## src/rtl/acc4_cpu.sv

```systemverilog
module acc4_cpu #(
  parameter int DW = 8,
  parameter int AW = 5
) (
  input  logic          clk,
  input  logic          rst_n,
  input  logic          start,
  input  logic          man_mode,
  input  logic [AW-1:0] sw_addr,
  input  logic [DW-1:0] sw_data,
  input  logic          sw_write,
  output logic [AW-1:0] disp_addr,
  output logic [DW-1:0] disp_data,
  output logic [1:0]    phase,
  output logic [AW-1:0] pc,
  output logic [DW-1:0] acc,
  output logic          running
);
  localparam int WORDS = 1 << AW;
  localparam logic [1:0] PH_I1 = 2'd0, PH_I2 = 2'd1, PH_E1 = 2'd2, PH_E2 = 2'd3;

  logic [DW-1:0] mem [WORDS];
  logic [DW-1:0] ir, mdr, rdata;
  logic [2:0]    opc, sub;
  logic [AW-1:0] field;
  logic          step, sel_id;
  logic          op_stop, op_add, op_mem, op_jmp, grp;

  assign opc     = ir[DW-1 -: 3];
  assign sub     = ir[2:0];
  assign field   = ir[AW-1:0];
  assign op_stop = opc == 3'b000;
  assign op_add  = opc == 3'b001;
  assign op_mem  = opc == 3'b010;
  assign op_jmp  = opc == 3'b011;
  assign grp     = opc == 3'b100;

  assign step      = running & ~man_mode;
  assign sel_id    = (phase == PH_E1) & (op_add | op_mem);
  assign disp_addr = man_mode ? sw_addr : (sel_id ? field : pc);
  assign rdata     = mem[disp_addr];
  assign disp_data = rdata;

  always_ff @(posedge clk) begin
    if (man_mode && sw_write)
      mem[sw_addr] <= sw_data;
    else if (step && phase == PH_E2 && op_mem)
      mem[field] <= acc;
  end

  always_ff @(posedge clk or negedge rst_n) begin
    if (!rst_n) begin
      phase   <= PH_I1;
      pc      <= '0;
      acc     <= '0;
      ir      <= '0;
      mdr     <= '0;
      running <= 1'b0;
    end else begin
      if (step && phase == PH_E2 && op_stop) running <= 1'b0;
      else if (start && !man_mode)           running <= 1'b1;
      if (step) begin
        phase <= phase + 2'd1;
        case (phase)
          PH_I1: ir <= rdata;
          PH_I2: pc <= pc + 1'b1;
          PH_E1: begin
            mdr <= rdata;
            if (op_jmp) pc <= field;
            if (grp) begin
              case (sub)
                3'b001: acc <= '0;
                3'b010: acc <= ~acc;
                3'b101: if (acc[0])    pc <= pc + 1'b1;
                3'b110: if (acc[DW-1]) pc <= pc + 1'b1;
                default: ;
              endcase
            end
          end
          default: begin
            if (op_add) acc <= acc + mdr;
            if (grp && sub == 3'b011) acc <= acc >> 1;
            if (grp && sub == 3'b100) acc <= acc << 1;
          end
        endcase
      end
    end
  end
endmodule


```

## config.mk

```make
export PLATFORM = sky130hd
export DESIGN_NAME = acc4_cpu
export DESIGN_NICKNAME = d
export VERILOG_FILES = /design/src/rtl/acc4_cpu.sv
export SDC_FILE = /design/constraint.sdc
export NUM_CORES = 1
export LEC_CHECK = 0
export ABC_AREA = 1
export BUFFER_PORTS_ARGS = -buffer_cell sky130_fd_sc_hd__buf_4
export CAP_MARGIN = 20
export CELL_PAD_IN_SITES_DETAIL_PLACEMENT = 1
export CELL_PAD_IN_SITES_GLOBAL_PLACEMENT = 1
export CORE_MARGIN = 3
export CORE_UTILIZATION = 53
export DETAILED_ROUTE_END_ITERATION = 8
export GPL_ROUTABILITY_DRIVEN = 0
export PLACE_DENSITY = 0.87
export SLEW_MARGIN = 25
export SYNTH_ARGS = -nofsm -noshare
export SYNTH_HDL_FRONTEND = slang
export SYNTH_SLANG_ARGS = --single-unit
```

## constraint.sdc

```tcl
create_clock -name clk -period 6.5 [get_ports clk]
set_input_delay 1.3 -clock clk [delete_from_list [all_inputs] [get_ports clk]]
set_output_delay 1.3 -clock clk [all_outputs]
set_load 0.005 [all_outputs]
```

[Yosys cells after proc, flatten, opt, wreduce, memory -nomap -nowiden]
Memories as Yosys holds them, arrays and structs flattened.
Cells that the tools add are included.
Storage, ports and cells
  register bits after elaboration: 32
  bits in writable memories: 256
  input port bits: 18
  output and inout bits: 29
  word-level logic and storage cells: 74
  memories: 1
Operators by class
  add/sub/neg operators: 3
  eq/ne operators: 15
  muxes and demuxes: 24
  bitwise operators: 6
  reduce and logical (&&, ||, !) cells: 19
Memories
  mem: depth 32, bits a word 8, read ports 1, clocked after memory_dff 0, wr ports 1, line 22  | logic [DW-1:0] mem [WORDS];
Operators with widths (count)
  $mux W8: 5
  $mux W5: 7
  $pmux W8 S2: 2
  $pmux W5 S2: 2
  $eq A3 B2 Y1 const B: 4
  $eq A3 B3 Y1 const B: 4
  $add A8 B8 Y8: 1
  $mux W1: 8
  $not A8 Y8: 1
  $reduce_or A8 Y1: 1
  $logic_and A1 B1 Y1: 7
  $eq A3 B1 Y1 const B: 2
  $reduce_and A2 Y1: 3
  $add A5 B1 Y5 const B: 1
  $reduce_and A5 Y1: 1
  $eq A2 B2 Y1 const B: 2
  $reduce_bool A2 Y1: 2
  $reduce_bool A4 Y1: 1
  $logic_not A3 Y1: 1
  $ne A3 B1 Y1 const B: 1
  $add A2 B1 Y2 const B: 1
  $and A1 B1 Y1: 2
  $eq A2 B1 Y1 const B: 1
  $logic_not A2 Y1: 1
  other kinds (5): 6

[Longest topological paths before layout]
  depth in word-level cells: 9
  gate-level depth with buffers: 16
  depth with buffers taken out: 15

[Least setup slack after synthesis]
No wires, ideal clock.
  path type: input -> register
  start point: input port man_mode
  end point: memory mem[0][0], data pin
  library setup time: 0.454 ns
  arrival time: 3.653 ns
  data required time: 6.046 ns
  setup slack: 2.393 ns
  cell stages on the path: 8
  path buffers: 3
  path through: buf_2 nor2_2 nand2_1 nor2_1 buf_2 inv_1 clkbuf_1 o21ai_0
On the way
  cells in the longest elaborated chain, start to end: 9
  elaborated cells between the ends (all ways): 10
  classes of those cells: mux: 4; bitwise: 2; reduce/logical: 4
Ends and longest elaborated chain
  from (decl): line 8  | input logic man_mode,
  $not A1 Y1: line 38  | assign step = running & ~man_mode;
  $and A1 B1 Y1: line 38
  $logic_and A1 B1 Y1 (2 in a row): line 47  | else if (step && phase == PH_E2 && op_mem)
  $mux W1: line 47
  $mux W1 (*): line 45  | if (man_mode && sw_write)
  $mux W1 (implied by the code) (*): line 48  | mem[field] <= acc;
  $reduce_or A8 Y1 (no source line) (*)
  $mux W8 (no source line) (*)
  to (decl): line 22
Mark *: on every way between the ends. The rest lies on a longest branch, timed or not.

[Worst setup path after layout]
  start point: register phase[0]
  end point: output port disp_data[7]
On the way
  cells in the longest elaborated chain, start to end: 5
Ends and longest elaborated chain
  from (decl): line 14  | output logic [1:0] phase,
  from (signal assigned): line 63  | phase <= phase + 2'd1;
  $eq A2 B2 Y1: line 39  | assign sel_id = (phase == PH_E1) & (op_add | op_mem);
  $and A1 B1 Y1: line 39
  $mux W5 (2 in a row): line 40  | assign disp_addr = man_mode ? sw_addr : (sel_id ? field : pc);
  $mem_v2 Z32 W8
  to (decl): line 13  | output logic [DW-1:0] disp_data,
Every way passes these cells.

==> run_results.csv <==
group,metric,value,unit
timing,layout_setup_ws,0.9477,ns
floorplan,start_util,54.29,%
timing,whs,0.4913,ns
timing,fin_crit_sh,85.42,%
timing,setup_viol,0,
cells_and_area,areaGrowthSynthToFinish,11.88,%
floorplan,core,25330,sq um
timing,fmax,180.1,MHz
clocking,post_cts_buffers,0,
timing,slew-limit-headroom,33.07,%
timing,finalCriticalPeriod,5.552,ns
route,drt_iter0_markers,1000,
power,ir_drop,0.0002947,V
cells_and_area,drive_gt1_share,8.592,%
placed_design,post-place-ws,1.283,ns
timing,rsz0062_at_grt,"false",
global_route,grt-ovfl-total,0,
clocking,clk_pin_slew,0.07,ns
placed_design,dpl.hpwl,26.27,mm
synthesis,yosysSeqAreaShare,61.73,%
route,ant_nets,0,
clocking,clock_latency,0.57,ns
clocking,cts_sinks,288,
synthesis,yosys.area.top_type,"edfxtp_1",
cells_and_area,fin_area,15380,sq um
status,status,"completed",
cells_and_area,fin_cells,1843,
cells_and_area,antenna_cells,0,
floorplan,die_x,167.1,um
placed_design,dp_cells,1788,
synthesis,avgSynthCellArea,9.450,sq um
route,vias_per_cell,5.842,
cells_and_area,nets,1521,
clocking,cts.repair.resized,0,
worst_setup_path,path_class,"reg2out",
route,first_pass_iters,5,
power,powerDensity,391.5,nW/um^2
synthesis,syn_area,13750,sq um
global_route,grt_pass1_wl,65.87,mm
clocking,cts_buffers,30,
global_route,antenna_found_initial,0,
synthesis,synth_nets,1486,
min_path,min_path_type,"reg2reg",
clocking,cts_hold_buf,0,
synthesis,synth_seq_cells,288,
worst_setup_path,r2r-start,"running$_DFFE_PN0P_",
min_path,hold_start,"mdr[2]$_DFFE_PN0P_",
global_route,grt_max_degree,74,
floorplan,num_rows,58,
power,total_leakage_power,0.006811,uW
global_route,grt_pass1_vias,11500,
clocking,cts-root-buf,"clkbuf_16",
clocking,cts_tree,"yes",
clocking,htreeDepth,1,
timing,worstMarginPinSlew,1.000,ns
synthesis,netlist_instances,1455,
cells_and_area,fill_cells,2830,
synthesis,yosysTopAreaCellShare,55.91,%
timing,hold_viol_final,0,
floorplan,fp.dieH,167.1,um
route,wirelength,42.57,mm
placed_design,dpl_cell_area,14350,sq um
synthesis,synth.area.top_cells,"edfxtp_1 56%, nand3_1 11%, nand2_1 8.6%",
timing,slew_violations,0,
floorplan,dieArea,27910,sq um
synthesis,yosysUniqueCellTypes,37,
worst_setup_path,crit_path_start_kind,"flop",
clocking,cts_buffer_depth,3,
worst_setup_path,cp.arrival,4.25,ns
synthesis,ys_warn_count,0,
route,avgRoutedWirePerCell,23.10,um
floorplan,ios,47,
worst_setup_path,critPathRequiredTime,5.20,ns
route,drc,0,
global_route,grt_use_total,30.39,%
worst_setup_path,end_kind,"primary output",
run,cap_viol_max_count,0,
timing,skew,0.02015,ns
route,via_count,10770,
placed_design,port_buffers,46,
worst_setup_path,startpoint,"phase[0]$_DFFE_PN0P_",
timing,setup_tns,0,ns
worst_setup_path,crit_fanout,73,
[registers in the layout, indices dropped and copies added, names as in the netlist]
signal   flops
mem        256
acc          8
ir           8
mdr          8
pc           5
phase        2
running      1
[logic make-up (layout without fill, tap and decap cells)]
group                    Yosys count  count (layout)  synth area share [%]
XOR/XNOR                           7               7                0.4459
AO/OA/AOI/OAI                     79              79                 3.158
AND/OR/NAND/NOR                  709             709                 22.80
flip-flops                       288             288                 61.73
adder cells (fa/ha/maj)           13              13                 1.238
buffers and inverters            359             417                 10.62
[cells in the mapped netlist (all sizes together)]
library cell / number
buf: 49
dfrtp: 32
o21ai: 39
or2: 1
a21oi: 24
nor2: 54
nand3: 317
nand2: 319
a31oi: 3
fa: 1
xor2: 6
and2: 10
a21boi: 1
a22oi: 4
nor3: 6
a221oi: 2
a211oi: 1
edfxtp: 256
o22ai: 2
o32ai: 1
nor4: 1
nand4: 1
o221ai: 1
inv: 298
xnor2: 1
o21a: 1
ha: 12
clkbuf: 12
[final cells by class]
class | instances | area, sq um | area share, %
Clock inverter | 14 | 113.9 | 0.7402
Multi-Input combinational cell | 808 | 3839 | 24.96
Sequential cell | 288 | 8488 | 55.18
Tap cell | 330 | 412.9 | 2.684
Inverter | 298 | 1119 | 7.272
Clock buffer | 41 | 917.1 | 5.962
Timing Repair Buffer | 64 | 493.0 | 3.205
[cells in the final DEF (no fill, tap or decap), types with 6 or more instances in the layout]
cell type | netlist | routed
and2_1 | 10 | 10
buf_4 | 13 | 63
nor3_1 | 6 | 6
nand2_1 | 314 | 313
ha_1 | 12 | 12
o21ai_0 | 38 | 30
a21oi_1 | 24 | 24
o21ai_2 | 0 | 8
edfxtp_1 | 256 | 256
xor2_1 | 6 | 6
clkbuf_16 | 0 | 34
dfrtp_1 | 32 | 32
nor2_1 | 53 | 53
clkinv_1 | 0 | 8
inv_1 | 294 | 294
nand3_1 | 315 | 315
[layer usage]
layer	global-route usage (%)	wire, um	vias up
met1	39.22	16640	5374
met2	52.77	21470	450
li1	-	-	4814
met5	0	0	-
met3	3.489	2665	128
met4	12.02	1797	0
[path summary, 6_finish.rpt]
path / end / slack, ns / depth (start not counted)
max in group asynchronous: pc[3]$_DFFE_PN0P_ / 5.50 / 1
min in group asynchronous: mdr[5]$_DFFE_PN0P_ / 0.67 / 1
worst max-delay path: disp_data[7] / 0.95 / 14
worst min register to register: mdr[2]$_DFFE_PN0P_ / 0.49 / 2
worst max register to register: mem[14][2]$_DFFE_PP_ / 2.41 / 8
worst min-delay path: mdr[2]$_DFFE_PN0P_ / 0.49 / 2
[worst max-delay path: stages, from the launching register on]
cell and delay (ns):
dfrtp_1 0.45, inv_1 0.11, ha_1 0.55, nand2_4 0.16
nand2_1 0.11, nand3_2 0.10, nand2_4 0.60, buf_4 0.48
nand2_1 0.15, nand3_1 0.11, nand3_1 0.11, nand3_1 0.15
nand3_1 0.14, and2_1 0.22, buf_4 0.14
[power breakdown]
part	switching [uW]	total (uW)	internal (uW)
clock	732	1790	1060
sequential	141	2300	2160
combinational	1320	1930	614
total	2190	6020	3830
[per-stage QoR]
| stage | power (uW) | utilization (%) |
|---|---|---|
| after detailed placement | 4187 | 56.66 |
| after floorplan | 3510 | - |
| final | 6022 | 60.74 |
| after global routing | 6300 | 60.74 |
| after global placement | 4094 | 56.66 |
| after CTS | 6000 | 60.74 |
No activity file was read; power rests on OpenSTA's default activity.
